--- config.mk ---
export PLATFORM = sky130hd
export DESIGN_NAME = defer_reply_tracker
export DESIGN_NICKNAME = d
export VERILOG_FILES = /design/src/rtl/drt_pkg.sv /design/src/rtl/drt_bus_obs.sv /design/src/rtl/drt_ioq.sv /design/src/rtl/drt_table.sv /design/src/rtl/defer_reply_tracker.sv
export SDC_FILE = /design/constraint.sdc
export NUM_CORES = 1
export LEC_CHECK = 0
export BUFFER_PORTS_ARGS = -buffer_cell sky130_fd_sc_hd__buf_4
export CAP_MARGIN = 20
export CORE_AREA = 2 2 142 248
export CTS_BUF_LIST = sky130_fd_sc_hd__clkbuf_2
export DETAILED_ROUTE_END_ITERATION = 8
export DIE_AREA = 0 0 144 250
export PLACE_DENSITY_LB_ADDON = 0.15
export SLEW_MARGIN = 25
export SYNTH_ARGS = -nofsm -noshare
export SYNTH_HDL_FRONTEND = slang
export SYNTH_SLANG_ARGS = --single-unit
--- constraint.sdc ---
create_clock -name clk -period 8.04 [get_ports clk]
set_clock_uncertainty 0.05 [all_clocks]
set_input_delay 0.804 -clock clk [delete_from_list [all_inputs] [get_ports clk]]
set_output_delay 0.804 -clock clk [all_outputs]
set_load 0.05 [all_outputs]
--- src/rtl/drt_pkg.sv ---
package drt_pkg;

  typedef enum logic [1:0] {
    RSP_NORMAL = 2'b00,
    RSP_RETRY  = 2'b01,
    RSP_FAULT  = 2'b10,
    RSP_HARD   = 2'b11
  } rsp_code_e;

  // Only a normal code finishes the head transaction.
  function automatic logic rsp_completes(input logic [1:0] code);
    return code == RSP_NORMAL;
  endfunction

  // Line ends shared only when a snoop strobe reported a hit.
  function automatic logic final_state_shared(input logic strobe_seen, input logic hit_level);
    return strobe_seen & hit_level;
  endfunction

endpackage

--- src/rtl/drt_bus_obs.sv ---
module drt_bus_obs #(
  parameter int ID_W = 8
) (
  input  logic            clk,
  input  logic            rst_n,
  input  logic            rep_valid_i,
  input  logic [ID_W-1:0] rep_id_i,
  input  logic            hit_valid_i,
  input  logic            hit_i,
  input  logic            rsp_valid_i,
  input  logic [1:0]      rsp_code_i,
  output logic            rep_valid_o,
  output logic [ID_W-1:0] rep_id_o,
  output logic            hit_valid_o,
  output logic            hit_o,
  output logic            rsp_valid_o,
  output logic [1:0]      rsp_code_o
);

  // One observation stage: the requester acts a clock after the bus cycle.
  always_ff @(posedge clk) begin
    if (!rst_n) begin
      rep_valid_o <= 1'b0;
      rep_id_o    <= '0;
      hit_valid_o <= 1'b0;
      hit_o       <= 1'b0;
      rsp_valid_o <= 1'b0;
      rsp_code_o  <= 2'b00;
    end else begin
      rep_valid_o <= rep_valid_i;
      rep_id_o    <= rep_id_i;
      hit_valid_o <= hit_valid_i;
      hit_o       <= hit_i;
      rsp_valid_o <= rsp_valid_i;
      rsp_code_o  <= rsp_code_i;
    end
  end

endmodule

--- src/rtl/drt_ioq.sv ---
module drt_ioq #(
  parameter int W     = 9,
  parameter int DEPTH = 4
) (
  input  logic                       clk,
  input  logic                       rst_n,
  input  logic                       push_a,
  input  logic [W-1:0]               data_a,
  input  logic                       push_b,
  input  logic [W-1:0]               data_b,
  input  logic                       pop,
  output logic [W-1:0]               head,
  output logic                       empty,
  output logic [$clog2(DEPTH+1)-1:0] cnt
);

  localparam int PW = $clog2(DEPTH);
  localparam int CW = $clog2(DEPTH+1);

  logic [W-1:0]  mem [DEPTH];
  logic [PW-1:0] rd_q, wr_q, wr_b;
  logic [CW-1:0] cnt_q;

  function automatic logic [PW-1:0] step(input logic [PW-1:0] p);
    return (p == PW'(DEPTH-1)) ? '0 : p + 1'b1;
  endfunction

  // Port a (replies) is placed ahead of port b (issues) in the same clock.
  assign wr_b = push_a ? step(wr_q) : wr_q;

  always_ff @(posedge clk) begin
    if (push_a) mem[wr_q] <= data_a;
    if (push_b) mem[wr_b] <= data_b;
  end

  always_ff @(posedge clk) begin
    if (!rst_n) begin
      rd_q  <= '0;
      wr_q  <= '0;
      cnt_q <= '0;
    end else begin
      if (push_a && push_b) wr_q <= step(step(wr_q));
      else if (push_a || push_b) wr_q <= step(wr_q);
      if (pop) rd_q <= step(rd_q);
      cnt_q <= cnt_q + CW'(push_a) + CW'(push_b) - CW'(pop);
    end
  end

  assign head  = mem[rd_q];
  assign empty = (cnt_q == '0);
  assign cnt   = cnt_q;

  assert_ioq_bound_R2: assert property (@(posedge clk) disable iff (!rst_n)
    cnt_q <= CW'(DEPTH));

  assert_no_pop_empty_R7: assert property (@(posedge clk) disable iff (!rst_n)
    pop |-> cnt_q != '0);

endmodule

--- src/rtl/drt_table.sv ---
module drt_table #(
  parameter int ID_W  = 8,
  parameter int SLOTS = 8
) (
  input  logic                       clk,
  input  logic                       rst_n,
  input  logic                       alloc,
  input  logic [ID_W-1:0]            alloc_id,
  input  logic [ID_W-1:0]            lookup_id,
  input  logic                       mark,
  input  logic                       hit_wr,
  input  logic                       hit_val,
  input  logic                       retire,
  input  logic [$clog2(SLOTS)-1:0]   rd_slot,
  output logic                       full,
  output logic                       match,
  output logic [$clog2(SLOTS)-1:0]   match_slot,
  output logic [ID_W-1:0]            rd_id,
  output logic                       rd_seen,
  output logic                       rd_hit,
  output logic [$clog2(SLOTS+1)-1:0] cnt
);

  localparam int SW = $clog2(SLOTS);
  localparam int CW = $clog2(SLOTS+1);

  logic [SLOTS-1:0] valid_vec, replied_vec, seen_vec, hit_vec, cand_vec;
  logic [ID_W-1:0]  id_arr [SLOTS];
  logic [SW-1:0]    free_slot;
  logic             alloc_ok;
  logic [CW-1:0]    cnt_q;

  function automatic logic [SW-1:0] lowest_set(input logic [SLOTS-1:0] v);
    logic [SW-1:0] r;
    r = '0;
    for (int k = SLOTS-1; k >= 0; k--) if (v[k]) r = SW'(k);
    return r;
  endfunction

  assign full       = &valid_vec;
  assign alloc_ok   = alloc & ~full;
  assign free_slot  = lowest_set(~valid_vec);
  assign match      = |cand_vec;
  assign match_slot = lowest_set(cand_vec);

  for (genvar i = 0; i < SLOTS; i++) begin : g_slot
    logic            v_q, rep_q, seen_q, hit_q;
    logic [ID_W-1:0] id_q;

    always_ff @(posedge clk) begin
      if (!rst_n) begin
        v_q    <= 1'b0;
        rep_q  <= 1'b0;
        seen_q <= 1'b0;
        hit_q  <= 1'b0;
        id_q   <= '0;
      end else if (retire && rd_slot == SW'(i)) begin
        v_q    <= 1'b0;
        rep_q  <= 1'b0;
        seen_q <= 1'b0;
        hit_q  <= 1'b0;
      end else begin
        if (alloc_ok && free_slot == SW'(i)) begin
          v_q    <= 1'b1;
          rep_q  <= 1'b0;
          seen_q <= 1'b0;
          hit_q  <= 1'b0;
          id_q   <= alloc_id;
        end
        if (mark && match_slot == SW'(i)) rep_q <= 1'b1;
        if (hit_wr && rd_slot == SW'(i)) begin
          seen_q <= 1'b1;
          hit_q  <= hit_val;
        end
      end
    end

    assign valid_vec[i]   = v_q;
    assign replied_vec[i] = rep_q;
    assign seen_vec[i]    = seen_q;
    assign hit_vec[i]     = hit_q;
    assign id_arr[i]      = id_q;
    assign cand_vec[i]    = v_q & ~rep_q & (id_q == lookup_id);
  end

  assign rd_id   = id_arr[rd_slot];
  assign rd_seen = seen_vec[rd_slot];
  assign rd_hit  = hit_vec[rd_slot];

  always_ff @(posedge clk) begin
    if (!rst_n) cnt_q <= '0;
    else        cnt_q <= cnt_q + CW'(alloc_ok) - CW'(retire);
  end
  assign cnt = cnt_q;

  assert_count_tracks_R9: assert property (@(posedge clk) disable iff (!rst_n)
    cnt_q == CW'($countones(valid_vec)));

  assert_no_overflow_R3: assert property (@(posedge clk) disable iff (!rst_n)
    (alloc && full) |=> cnt_q == $past(cnt_q) - CW'($past(retire)));

  assert_unmatched_quiet_R4: assert property (@(posedge clk) disable iff (!rst_n)
    (!mark && !alloc && !retire) |=> $stable(replied_vec) && $stable(valid_vec));

  assert_replied_subset_R5: assert property (@(posedge clk) disable iff (!rst_n)
    (replied_vec & ~valid_vec) == '0);

endmodule

--- src/rtl/defer_reply_tracker.sv ---
module defer_reply_tracker
  import drt_pkg::*;
#(
  parameter int ID_W      = 8,
  parameter int SLOTS     = 8,
  parameter int IOQ_DEPTH = 4
) (
  input  logic                       clk,
  input  logic                       rst_n,
  input  logic                       iss_valid,
  input  logic [ID_W-1:0]            iss_id,
  output logic                       iss_ready,
  input  logic                       dfr_valid,
  input  logic                       bus_rep_valid,
  input  logic [ID_W-1:0]            bus_rep_id,
  input  logic                       bus_hit_valid,
  input  logic                       bus_hit,
  input  logic                       bus_rsp_valid,
  input  logic [1:0]                 bus_rsp_code,
  output logic                       cmp_valid,
  output logic [ID_W-1:0]            cmp_id,
  output logic                       cmp_shared,
  output logic                       err_ovf,
  output logic                       err_unmatched,
  output logic [$clog2(SLOTS+1)-1:0] pending_cnt
);

  localparam int SW  = $clog2(SLOTS);
  localparam int QW  = ID_W + 1;
  localparam int QCW = $clog2(IOQ_DEPTH+1);

  // Observed bus, one clock late
  logic            obs_rep_valid, obs_hit_valid, obs_hit, obs_rsp_valid;
  logic [ID_W-1:0] obs_rep_id;
  logic [1:0]      obs_rsp_code;

  // Queue view: entry = {is_reply, payload}
  logic [QW-1:0]   head;
  logic            ioq_empty;
  logic [QCW-1:0]  ioq_cnt;
  logic            head_valid, head_is_rep;
  logic [ID_W-1:0] head_pl;

  // Table view
  logic            tbl_full, tbl_match, tbl_rd_seen, tbl_rd_hit;
  logic [SW-1:0]   tbl_match_slot, head_slot;
  logic [ID_W-1:0] tbl_rd_id;

  // Named events
  logic rsp_done, retire_evt, dfr_act, alloc_evt, ovf_evt;
  logic rep_push, unm_evt, iss_push, hit_wr, pop_evt, shared_now;

  drt_bus_obs #(.ID_W(ID_W)) u_obs (
    .clk(clk), .rst_n(rst_n),
    .rep_valid_i(bus_rep_valid), .rep_id_i(bus_rep_id),
    .hit_valid_i(bus_hit_valid), .hit_i(bus_hit),
    .rsp_valid_i(bus_rsp_valid), .rsp_code_i(bus_rsp_code),
    .rep_valid_o(obs_rep_valid), .rep_id_o(obs_rep_id),
    .hit_valid_o(obs_hit_valid), .hit_o(obs_hit),
    .rsp_valid_o(obs_rsp_valid), .rsp_code_o(obs_rsp_code)
  );

  assign head_valid  = ~ioq_empty;
  assign head_is_rep = head[QW-1];
  assign head_pl     = head[ID_W-1:0];
  assign head_slot   = SW'(head_pl);

  assign rsp_done   = obs_rsp_valid && rsp_completes(obs_rsp_code) && head_valid;
  assign retire_evt = rsp_done && head_is_rep;
  assign dfr_act    = dfr_valid && head_valid && !head_is_rep && !rsp_done;
  assign alloc_evt  = dfr_act && !tbl_full;
  assign ovf_evt    = dfr_act && tbl_full;
  assign pop_evt    = rsp_done || dfr_act;

  assign rep_push   = obs_rep_valid && tbl_match && (ioq_cnt < QCW'(IOQ_DEPTH));
  assign unm_evt    = obs_rep_valid && !rep_push;

  assign iss_ready  = (ioq_cnt <= QCW'(IOQ_DEPTH-2));
  assign iss_push   = iss_valid && iss_ready;

  assign hit_wr     = obs_hit_valid && head_valid && head_is_rep;
  assign shared_now = final_state_shared(obs_hit_valid | tbl_rd_seen,
                                         obs_hit_valid ? obs_hit : tbl_rd_hit);

  drt_ioq #(.W(QW), .DEPTH(IOQ_DEPTH)) u_ioq (
    .clk(clk), .rst_n(rst_n),
    .push_a(rep_push), .data_a({1'b1, ID_W'(tbl_match_slot)}),
    .push_b(iss_push), .data_b({1'b0, iss_id}),
    .pop(pop_evt),
    .head(head), .empty(ioq_empty), .cnt(ioq_cnt)
  );

  drt_table #(.ID_W(ID_W), .SLOTS(SLOTS)) u_tbl (
    .clk(clk), .rst_n(rst_n),
    .alloc(dfr_act), .alloc_id(head_pl),
    .lookup_id(obs_rep_id), .mark(rep_push),
    .hit_wr(hit_wr), .hit_val(obs_hit),
    .retire(retire_evt), .rd_slot(head_slot),
    .full(tbl_full), .match(tbl_match), .match_slot(tbl_match_slot),
    .rd_id(tbl_rd_id), .rd_seen(tbl_rd_seen), .rd_hit(tbl_rd_hit),
    .cnt(pending_cnt)
  );

  always_ff @(posedge clk) begin
    if (!rst_n) begin
      cmp_valid     <= 1'b0;
      cmp_id        <= '0;
      cmp_shared    <= 1'b0;
      err_ovf       <= 1'b0;
      err_unmatched <= 1'b0;
    end else begin
      cmp_valid     <= retire_evt;
      err_ovf       <= ovf_evt;
      err_unmatched <= unm_evt;
      if (retire_evt) begin
        cmp_id     <= tbl_rd_id;
        cmp_shared <= shared_now;
      end
    end
  end

  // A defer notice that was acted on always empties one queue slot.
  assert_defer_pops_R10: assert property (@(posedge clk) disable iff (!rst_n)
    (dfr_act && !rep_push && !iss_push) |=> ioq_cnt == $past(ioq_cnt) - 1'b1);

  // A stored defer raises the live count by one unless an entry retires.
  assert_alloc_counts_R9: assert property (@(posedge clk) disable iff (!rst_n)
    (alloc_evt && !retire_evt) |=> pending_cnt == $past(pending_cnt) + 1'b1);

  // alloc_evt is consumed only by the assertion above.
  logic unused_alloc;
  assign unused_alloc = alloc_evt;

endmodule

; ---- Word level (Yosys, flattened, before mapping)
; Memory sizes are Yosys's and may differ from the RTL's. A register that Yosys moved wholly into a read port is not among the register bits.
; Index checks and enable logic that the tools add are counted.
[word_totals]
register_bits = 133
ramBits = 36
output_inout_bits = 17
word_cells = 299
n_memories = 1
[op_classes]
add_sub_neg = 8
order_cmp = 4
eq_ne = 32
n_mux = 68
bitwise = 40
n_reduce_logical = 91
[mem_list]
columns = name, words, width, read_ports, rd_clocked_by_memory_dff, write_ports, line_no
row1 = u_ioq.mem, 4, 9, 1, 1, 2, drt_ioq.sv:20  ; logic [W-1:0] mem [DEPTH];
[ops]
columns = operator, n
row1 = $eq A8 B8 Y1, 8
row2 = $mux W3, 16
row3 = $logic_and A1 B1 Y1, 46
row4 = $mux W1, 39
row5 = $eq A3 B3 Y1 const B, 12
row6 = $reduce_bool A2 Y1, 17
row7 = $bmux W8 S3, 1
row8 = $not A1 Y1, 19
row9 = $and A1 B1 Y1, 18
row10 = $eq A3 B2 Y1 const B, 6
row11 = $mux W2, 8
row12 = $mux W8, 2
row13 = $reduce_and A2 Y1, 8
row14 = $reduce_or A2 Y1, 8
row15 = $logic_not A3 Y1, 4
row16 = $eq A3 B1 Y1 const B, 3
row17 = $not A8 Y8, 1
row18 = $reduce_and A8 Y1, 1
row19 = $reduce_or A8 Y1, 1
row20 = $add A2 B1 Y2 const B, 3
row21 = $add A3 B1 Y3, 2
row22 = $bmux W1 S3, 2
row23 = $eq A2 B2 Y1 const B, 3
row24 = $add A4 B1 Y4, 1
row25 = other kinds (11), 14

; ---- Logic depth before layout (Yosys ltp)
; Gate-level depths: netlist (run 1).
[logic_depth]
ltp_word = 14
ltp_mapped = 13

; ---- By module
; A second synthesis (run 1) with hierarchy kept.
[unflattened]
hier_cells = 833
area_unflattened_um2 = 8858.5
[modules_own_cells]
columns = mod, instances, cells_each, area_each_um2, seq_area_each_um2
row1 = drt_table, 1, 568, 5592.9, 2001.9
row2 = drt_ioq, 1, 174, 2332.2, 1261.2
row3 = defer_reply_tracker, 1, 62, 541.8, 240.2
row4 = drt_bus_obs, 1, 29, 391.6, 280.3

; ---- Worst setup path before layout (run 1)
; No wires, ideal clock.
[synth_timing]
kind = reg2reg
from = reg u_ioq.cnt_q[2], in the netlist u_ioq.cnt[2]
to = reg u_ioq.cnt_q[2], in the netlist u_ioq.cnt[2]
setup_time_ns = 0.115
arrival_time_ns = 3.408
slack_ns = 4.467
stages_incl_launch_ff = 13
path_cell_list = dfxtp_1 -> inv_1 -> ha_1 -> mux2i_1 -> and2_1 -> clkbuf_1 -> inv_1 -> ha_1 -> inv_1 -> fa_1 -> fa_1 -> xor2_1 -> and2_1
[synth_lines]
columns = element, line_no
row1 = from (decl), drt_ioq.sv:22  ; logic [CW-1:0] cnt_q;
row2 = from (signal assigned), drt_ioq.sv:45  ; cnt_q <= cnt_q + CW'(push_a) + CW'(push_b) - CW'(pop);
row3 = $le A3 B2 Y1, defer_reply_tracker.sv:78  ; assign iss_ready = (ioq_cnt <= QCW'(IOQ_DEPTH-2));
row4 = net iss_ready, defer_reply_tracker.sv:12  ; output logic iss_ready,
row5 = $logic_and A1 B1 Y1, defer_reply_tracker.sv:79  ; assign iss_push = iss_valid && iss_ready;
row6 = $add A3 B1 Y3, drt_ioq.sv:45
row7 = $sub A3 B1 Y3, drt_ioq.sv:45
; The timed path passes the listed nets, and every way through them passes these cells.
; A chain may end at the register's enable or synchronous reset.

==> results.tsv, run 1 <==
metric	value	unit
worst path cell trace	xor2_1 -> nor3_1 -> and3_1 -> nor4_1 -> a21o_1 -> inv_1 -> nor3_1 -> o21a_1 -> nand2b_1	
CP max-delay cell	dfxtp_1	
mean area per synthesized cell	10.10	µm²
initial antenna violation count	1	
Cell variety after synth	50	
number of flops mapped to enable cells by yosys	32	
H-tree depth	4	
Ys Warns	0	
later-pin clock latency in the skew report	0.87	ns
WS Path Type	flop to flop	
hold_sp	bus_rsp_code[0]	
core area	34120	µm²
initial core utilization	24.60	%
maxcap violations	0	
Worst Tran Pin Value	0.9975	ns
CP Capture Point	u_ioq.mem[3][3]	
worst setup path start	u_obs.rep_id_o[2]	
Die ar.	36000	µm²
Final Slew Violations	0	
CP arrival	4.45	ns
power density cells	224.4	nW/µm²
synth top area cells	dfxtp_1 (33%), edfxtp_1 (11%), mux2i_1 (7.3%), mux4_2 (6.7%), nor2b_1 (4.0%)	
routability cong.	0.8777	
Post-Syn Area	8393	µm²
deepest clock path buffer count	2	
CP max FO	14	
Post-Synthesis Cells	831	
min cycle time layout	4.003	ns
total power	2.112	mW
First-pass DRT Iterations	5	
grt ovf	0	
HP Class	input port to flop	
ys async rst share	0	%
Ports	43	
Crit. path cell count	9	
final hold vios	0	
Die H	250	µm
fmax	249.8	MHz
clock sinks	171	
CP Capture Type	flop	
total CTS buffers	17	
sequential area share after synthesis	44.60	%
Setup violations, final	0	
hpwl dp	19.31	mm
relative slew slack	32.80	%
most common cell after layout, fill and taps aside	dfxtp_1	
R2R depth	9	
cell taking the most area after synthesis	dfxtp_1	
R2R setup slack	4.04	ns
worst endpoint required time	8.49	ns
top_reg_cell synth	dfxtp_1	
Detailed Route WL	25.67	mm
clock-pin slew on the worst setup and hold paths	0.27	ns
RSZ-0062 raised after global routing	false	
Via density	4.492	
Die Wd	144	µm
Lkg Pwr	3.690	nW
Hold WS	0.1101	ns
Remaining DRCs	0	
Max rail drop VDD	0.00009972	V
setup TNS	0	ns
Final nets	895	
share of the clock period used by the worst path	49.79	%
slowest stage delay, CP	0.76	ns
synthesis-to-layout area growth	12.16	%
first-pass GRT wire length	39.16	mm
Initial DRC Count	237	
CTS tree	yes	
DR vias	5970	
vias in the first global route	6132	
commonest cells after routing, fill and taps aside	dfxtp_1 (139), nand2_1 (84), mux2i_1 (61), nor2b_1 (53), buf_4 (47)	
#FFs+latches synth	171	
Crit path max-delay family	simple AND/OR/NAND/NOR gates	
Tot GR Track Use	15.03	%
capturing point of the worst reg2reg path	u_ioq.mem[3][3]	
status	complete, no violations	
share of layout cells above drive strength 1	12.67	%
CTS-repair resized insts	0	
most used cell, CP	nor3_1	
largest net degree at the start of global routing	110	
I/O Buffers	42	
antenna viol nets, final	0	
startpoint types	flop	
Critical R2R Launch	u_obs.rep_id_o[2]	
synthesized netlist net count	871	
post-synth top area share	33.15	%
wire per inst	19.31	µm
WP buf/inv	1	
Root Buffer	clkbuf_2	
Rows	90	
[state kept, by name (all words and copies together) (netlist names), 2 cells and up, named ones only]
register and flops:
u_obs.rsp_code_o 2, u_ioq.rd_q 2, u_ioq.cnt 3, u_ioq.mem 36
u_tbl.g_slot.v_q 8, cmp_id 8, u_tbl.g_slot.rep_q 8, u_obs.rep_id_o 8
u_tbl.g_slot.hit_q 8, u_tbl.g_slot.id_q 64, u_tbl.cnt 4, u_ioq.wr_q 2
u_tbl.g_slot.seen_q 8
[power by group]
part	switching, mW	internal [mW]
clock network	0.322	0.145
registers	0.0685	0.948
logic	0.388	0.242
total	0.778	1.33
[Yosys cell counts, types with 2 or more instances]
master / instances
o2bb2ai_1: 4
a21oi_1: 33
nand2b_1: 12
buf_1: 6
o31ai_1: 9
o21ai_0: 12
dfxtp_1: 139
o21a_1: 3
mux4_2: 25
mux2i_1: 61
ha_1: 11
and3_1: 6
a31oi_1: 3
or2_2: 2
and2_1: 42
a22oi_1: 5
buf_2: 13
nand2_1: 84
a21boi_0: 18
inv_1: 26
xor2_1: 38
nand3b_1: 4
nor3b_1: 2
nand4_1: 7
a211oi_1: 4
nor3_1: 19
a311oi_1: 2
nor2b_1: 54
nand3_2: 2
buf_6: 2
fa_1: 3
nor4_1: 5
xnor2_1: 31
clkbuf_1: 26
edfxtp_1: 32
nand3_1: 26
o211a_1: 8
or3_1: 4
nor2_1: 36
a21o_1: 2
[through the flow]
stage	util, %	instances	area, µm²	setup slack, ns
after CTS	27.58	1328	9409	3.893
after floorplan	-	831	8393	4.467
after detailed placement	26.77	1291	9133	3.993
final	27.59	1329	9414	4.037
after global routing	27.59	1329	9414	3.735
after global placement	26.72	1290	9117	3.973
[layout make-up]
cell class,instances,area [µm²]
Multi-Input combinational cell,586,4350
Tap cell,460,575.6
Inverter,26,97.59
Clock buffer,20,100.1
Antenna cell,1,2.502
Fill cell,3614,24710
Sequential cell,171,3744
Clock inverter,12,126.4
Timing Repair Buffer,53,417.9
[per-layer routing]
layer | track usage, % | vias up | part of all wire (%)
met5 | 0 | - | 0
met1 | 14.85 | 2930 | 35
met3 | 2.437 | 20 | 2.0
li1 | - | 2936 | -
met4 | 5.714 | 0 | 2.7
met2 | 30.14 | 84 | 60
[worst min-delay path by stage]
stage	to	cells past startpoint
floorplan	u_ioq.mem[2][8]	2
global placement	u_tbl.g_slot[2].rep_q	2
detailed placement	u_tbl.g_slot[2].rep_q	2
CTS	u_obs.rsp_code_o[0]	2
global route	u_obs.rsp_code_o[0]	2
finish	u_obs.rsp_code_o[0]	2
[repair_timing]
action                                  CTS  global route
buffers inserted                          0             0
hold buffers                              5             0
hold endpoints to repair                  5             0
endpoints found under the setup margin    0             0
[kinds of logic (layout without fill, tap and decap cells)]
kind of cell / Yosys count / in the layout / share of synthesized area, %
flip-flops: 171 / 171 / 44.60
buffers and inverters: 74 / 111 / 3.727
AO/OA/AOI/OAI: 108 / 108 / 8.870
other: 0 / 1 / 0
AND/OR/NAND/NOR: 309 / 309 / 19.26
XOR/XNOR: 69 / 69 / 7.200
adder cells (fa/ha/maj): 14 / 14 / 2.355
multiplexers: 86 / 86 / 13.98
(Power assumes the default switching activity.)
==> run 2: changes to the inputs <==
==> constraint.sdc (replaced) <==
create_clock -name clk -period 4 [get_ports clk]
set_clock_uncertainty 0.05 [all_clocks]
set_input_delay 0.4 -clock clk [delete_from_list [all_inputs] [get_ports clk]]
set_output_delay 0.4 -clock clk [all_outputs]
set_load 0.05 [all_outputs]
==> run 2 against run 1 <==
Against the previous run:
- critical path depth is the same
- global-route usage up 0.088 points
- wire length rose by 1.0%
- sequential cell count unchanged
- via count rose by 2.7%
- sequential share of layout area fell by 1.5 points
- core utilization is 1.0 points higher
- worst hold slack better by 0.068 ns
- non-clock buffer count up 36
- clock power is 130% higher
- critical endpoint is now u_ioq.mem[3][1]
- largest power group unchanged
- highest routed layer unchanged
==> results.tsv, run 2 (synthesis gave the netlist of run 1 again) <==
metric	value	unit	change
Detailed Route WL	25.93	mm	+1.0%
met3 usage	2.283	%	-0.15 points
most common cell after layout, fill and taps aside	dfxtp_1		
CP max FO	14		unchanged
core area	34120	µm²	unchanged
final cell count without fillers	1365		+2.7%
initial core utilization	24.60	%	unchanged
routability cong.	0.8807		+0.34%
Ports	43		unchanged
status	complete, no violations		
HP Class	input port to flop		
first-pass GRT wire length	39.18	mm	about the same
fmax	281.3	MHz	+13%
R2R setup slack	0.44	ns	-3.59 ns
H-tree depth	4		unchanged
DR vias	6131		+2.7%
later-pin clock latency in the skew report	0.87	ns	about the same
Final Slew Violations	0		unchanged
RSZ-0062 raised after global routing	false		
clock sinks	171		unchanged
post-placement setup slack	0.4199	ns	-3.573 ns
busiest grt layer	met2		
Rows	90		unchanged
vias in the first global route	6308		+2.9%
antenna viol nets, final	0		unchanged
Crit path max-delay family	simple AND/OR/NAND/NOR gates		
Lkg Pwr	3.866	nW	+4.8%
First-pass DRT Iterations	4		-1
total CTS buffers	17		unchanged
Setup violations, final	0		unchanged
slowest stage delay, CP	0.63	ns	-0.13 ns
Die Wd	144	µm	unchanged
power density cells	454.3	nW/µm²	+100%
largest net degree at the start of global routing	79		-28%
Final WS setup	0.4445	ns	-3.592 ns
Tot GR Track Use	15.12	%	+0.088 points
CTS tree	yes		
total power	4.439	mW	+110%
worst endpoint required time	4.53	ns	-3.96 ns
Initial DRC Count	310		+31%
Remaining DRCs	0		unchanged
synthesis-to-layout area growth	16.41	%	
clock-pin slew on the worst setup and hold paths	0.26	ns	about the same
Max rail drop VDD	0.0002292	V	+130%
hpwl dp	20.16	mm	+4.4%
placed cells	1308		+1.3%
share of the clock period used by the worst path	88.89	%	+39 points
CP max-delay cell	dfxtp_1		
worst path cell trace	xnor2_1 -> nand4_1 -> or4b_1 -> and4b_1 -> a21o_1 -> inv_1 -> nor3_1 -> o21a_1 -> nand2b_1		
initial antenna violation count	1		unchanged
maxcap violations	0		unchanged
GRT met2 Usage	28.39	%	-1.7 points
Die ar.	36000	µm²	unchanged
relative slew slack	37.22	%	+4.4 points
Worst Tran Pin Value	0.9319	ns	-0.06559 ns
Via density	4.492		about the same
CP Capture Type	flop		
Largest regs	u_tbl.g_slot.id_q (64), u_ioq.mem (36)		
deepest clock path buffer count	2		unchanged
commonest cells after routing, fill and taps aside	dfxtp_1 (139), nand2_1 (84), buf_4 (65), mux2i_1 (61), nor2b_1 (54)		
max reg flops	64		unchanged
CP arrival	4.09	ns	-0.36 ns
WS Path Type	flop to flop		
GRT met1 Usage	14.91	%	+0.061 points
wire per inst	19.00	µm	-1.6%
setup TNS	0	ns	unchanged
share of layout cells above drive strength 1	14.05	%	+1.4 points
I/O Buffers	42		unchanged
final hold vios	0		unchanged
Root Buffer	clkbuf_2		
final core occ	28.64	%	+1.0 points
min cycle time layout	3.556	ns	-0.4477 ns
startpoint types	flop		
Die H	250	µm	unchanged
WP buf/inv	1		unchanged
grt ovf	0		unchanged
Final nets	931		+4.0%
Largest Register	u_tbl.g_slot.id_q		
==> run 2: cell types whose count changed in the layout (fill, tap and decap cells not counted), moves of 2 or more <==
cell and change:
buf_4 +18, bufinv_16 +2, clkbuf_2 -3, clkinvlp_2 +2, dlygate4sd3_1 +19
==> run 2: per-stage QoR <==
stage	hold slack (ns)	instance area (µm²)
global placement	0.3922	9246
global route	0.09852	9771
detailed placement	0.3958	9246
CTS	0.07041	9768
floorplan	0.3815	8393
finish	0.1784	9771
==> run 2: layer usage <==
| metal | part of all wire (%) | wire [µm] |
|---|---|---|
| met5 | 0 | 0 |
| met4 | 5.9 | 1543 |
| met3 | 2.0 | 531 |
| met2 | 57 | 14750 |
| met1 | 35 | 9110 |
==> run 2: worst reg2reg max path: cells and delay by family (launching register included) <==
family | cells | cell delay (ns)
flip-flops | 1 | 0.63
AO/OA/AOI/OAI | 2 | 0.58
AND/OR/NAND/NOR | 5 | 1.37
XOR/XNOR | 1 | 0.25
buffers and inverters | 1 | 0.39
==> run 2: layout make-up <==
cell class,count,area [µm²]
inverters,26,97.59
flip-flops and latches,171,3744
clock inverters,15,196.4
fillers,3615,24350
well taps,460,575.6
clock buffers,17,85.08
diodes,1,2.502
multi-input cells,586,4342
repair buffers,89,728.2
==> run 2: worst paths after layout <==
path	from	to	cells past startpoint
max	u_obs.rep_id_o[7]	u_ioq.mem[3][1]	9
min	iss_valid	u_ioq.wr_q[1]	4
max reg2reg	u_obs.rep_id_o[7]	u_ioq.mem[3][1]	9
min reg2reg	u_tbl.g_slot[5].rep_q	u_tbl.g_slot[5].rep_q	2
==> run 2: where the power goes <==
part	internal (mW)	switching (mW)	leakage [nW]
Sequential	1.91	0.104	1.43
Combinational	0.523	0.834	2.28
Clock	0.410	0.661	0.152
Total	2.84	1.60	3.87
==> run 2: timing repair <==
action                     in CTS  in global routing
resized for setup               0                  0
hold buffers                   24                  0
hold endpoints to repair       99                  0
buffers inserted                0                  0
setup endpoints to repair       0                  0
==> run 3: changes to the inputs <==
==> constraint.sdc (replaced) <==
create_clock -name clk -period 4 [get_ports clk]
set_clock_uncertainty 0.05 [all_clocks]
set_input_delay 0.8 -clock clk [delete_from_list [all_inputs] [get_ports clk]]
set_output_delay 0.8 -clock clk [all_outputs]
set_load 0.05 [all_outputs]
==> run 3 against run 2 <==
Against the previous run:
- register-to-register slack lost 0.05 ns
- sequential power about the same
- global-route usage is 0.052 points higher
- cell count fell by 1.6%
- worst hold slack got worse by 0.10 ns
- largest cell class unchanged
==> results.tsv, run 3 (synthesis gave the netlist of run 1 again) <==
metric	value	unit	change
status	complete, no violations		
R2R setup slack	0.39	ns	-0.05 ns
Logic pwr share	30.6	%	about the same
switching power	1.553	mW	-2.9%
synthesis-to-layout area growth	13.49	%	
capturing point of the worst reg2reg path	u_ioq.mem[3][3]		
Final Slew Violations	0		unchanged
total CTS buffers	17		unchanged
worst endpoint required time	4.49	ns	-0.04 ns
grt ovf	0		unchanged
Ports	43		unchanged
RSZ-0062 raised after global routing	false		
First-pass DRT Iterations	4		unchanged
post-placement setup slack	0.3477	ns	-0.07229 ns
Hold Path Depth	2		-2
R2R depth	9		unchanged
CP Capture Type	flop		
internal power of the cells	2.824	mW	-0.51%
clock sinks	171		unchanged
Worst Hold End	u_obs.rep_valid_o		
max reg flops	64		unchanged
min cycle time layout	3.609	ns	+0.05346 ns
initial antenna violation count	1		unchanged
core area	34120	µm²	unchanged
Initial DRC Count	270		-13%
CP arrival	4.10	ns	about the same
Via density	4.471		-0.47%
Critical R2R Launch	u_obs.rep_id_o[7]		
Post-CTS Setup Bufs	0		unchanged
final cell count without fillers	1343		-1.6%
antenna viol nets, final	0		unchanged
cts hold-fix bufs	0		-100%
Largest regs	u_tbl.g_slot.id_q (64), u_ioq.mem (36)		
CP max FO	14		unchanged
clock share of power	23.4	%	-0.7 points
relative slew slack	37.43	%	+0.21 points
Tot GR Track Use	15.17	%	+0.052 points
clock-pin slew on the worst setup and hold paths	0.24	ns	-0.02 ns
Final WS setup	0.3910	ns	-0.05346 ns
Worst Tran Pin Value	0.9288	ns	-0.003097 ns
CTS tree	yes		
deepest clock path buffer count	2		unchanged
Die ar.	36000	µm²	unchanged
vias in the first global route	6320		+0.19%
CP max-delay cell	dfxtp_1		
sequential power share	46.0	%	+0.7 points
fillcell total	3617		+0.055%
Remaining DRCs	0		unchanged
Root Buffer	clkbuf_2		
first-pass GRT wire length	39.52	mm	+0.88%
routability cong.	0.8751		-0.64%
placed cells	1311		+0.23%
hold_sp	bus_rep_valid		
Lkg Pwr	3.783	nW	-2.1%
slowest stage delay, CP	0.64	ns	about the same
fmax	277.1	MHz	-1.5%
most common cell after layout, fill and taps aside	dfxtp_1		
setup TNS	0	ns	unchanged
H-tree depth	4		unchanged
wire per inst	19.37	µm	+2.0%
WS Path Type	flop to flop		
Die H	250	µm	unchanged
DR vias	6004		-2.1%
Die Wd	144	µm	unchanged
final hold vios	0		unchanged
power density cells	459.6	nW/µm²	+1.2%
initial core utilization	24.60	%	unchanged
Largest Register	u_tbl.g_slot.id_q		
commonest cells after routing, fill and taps aside	dfxtp_1 (138), nand2_1 (84), buf_4 (68), mux2i_1 (61), nor2b_1 (54)		
share of layout cells above drive strength 1	14.64	%	+0.59 points
share of the clock period used by the worst path	90.23	%	+1.3 points
Detailed Route WL	26.02	mm	+0.33%
hpwl dp	20.14	mm	-0.12%
I/O Buffers	42		unchanged
startpoint types	flop		
worst path cell trace	xnor2_1 -> nand4_1 -> or4b_1 -> and4b_1 -> a21o_1 -> inv_1 -> nor3_1 -> o21a_1 -> nand2b_1		
largest net degree at the start of global routing	61		-23%
sw frac	35.48	%	-0.56 points
maxcap violations	0		unchanged
Final nets	910		-2.3%
Setup violations, final	0		unchanged
HP Class	input port to flop		
Rows	90		unchanged
later-pin clock latency in the skew report	0.86	ns	about the same
Max rail drop VDD	0.0001696	V	-26%
[run 3: metrics by stage]
stage	instance area, µm²	total power [mW]	hold slack (ns)	utilization [%]
2_1_floorplan	8393	2.968	0.3815	-
3_3_place_gp	9269	3.427	0.3944	27.17
3_5_place_dp	9269	3.426	0.3973	27.17
4_1_cts	9519	4.474	0.002491	27.90
5_1_grt	9523	4.644	0.002226	27.91
6_report	9525	4.378	0.07465	27.92
[run 3: area by class of cell]
class	count	area, µm²	share of cell area (%)
diodes	2	5.005	0.05254
clock inverters	10	150.1	1.576
clock buffers	20	100.1	1.051
repair buffers	68	510.5	5.359
multi-input cells	586	4342	45.58
flip-flops and latches	171	3745	39.31
inverters	26	97.59	1.025
well taps	460	575.6	6.042
[run 3: repair_timing]
action,4_1_cts,5_1_grt
hold endpoints to repair,0,0
resized for setup,0,1
setup endpoints to repair,0,1
[run 3: power groups by stage]
stage                     clock, mW  combinational [mW]  sequential, mW
after detailed placement          0                1.37            2.05
after floorplan                   0               0.920            2.05
after CTS                      1.08                1.38            2.02
after global routing           1.14                1.47            2.03
final                          1.02                1.34            2.01
after global placement            0                1.37            2.05
[run 3: worst max-delay path: cells and delay by family, from the launching register on]
family | cells | cell delay [ns]
AO/OA/AOI/OAI | 2 | 0.60
XOR/XNOR | 1 | 0.18
buffers and inverters | 1 | 0.40
flip-flops | 1 | 0.64
AND/OR/NAND/NOR | 5 | 1.42
[run 3: how the worst max path moves through the flow]
stage / from / endpoint / slack (ns)
5_1_grt: u_obs.rep_id_o[5] / u_ioq.mem[3][3] / 0.03
4_1_cts: u_obs.rep_id_o[1] / u_ioq.mem[3][3] / 0.28
3_3_place_gp: u_obs.rep_id_o[1] / u_ioq.mem[3][3] / 0.44
3_5_place_dp: u_obs.rep_id_o[1] / u_ioq.mem[3][3] / 0.35
6_report: u_obs.rep_id_o[7] / u_ioq.mem[3][3] / 0.39
2_1_floorplan: u_ioq.cnt[2] / u_ioq.cnt[2] / 0.43
[run 3: metal layers]
metal	up-vias	wire, µm	track usage (%)
met5	-	0	0
met4	0	1244	7.983
met3	44	534	2.513
met2	75	14880	29.17
met1	2925	9361	15.10
li1	2960	-	-
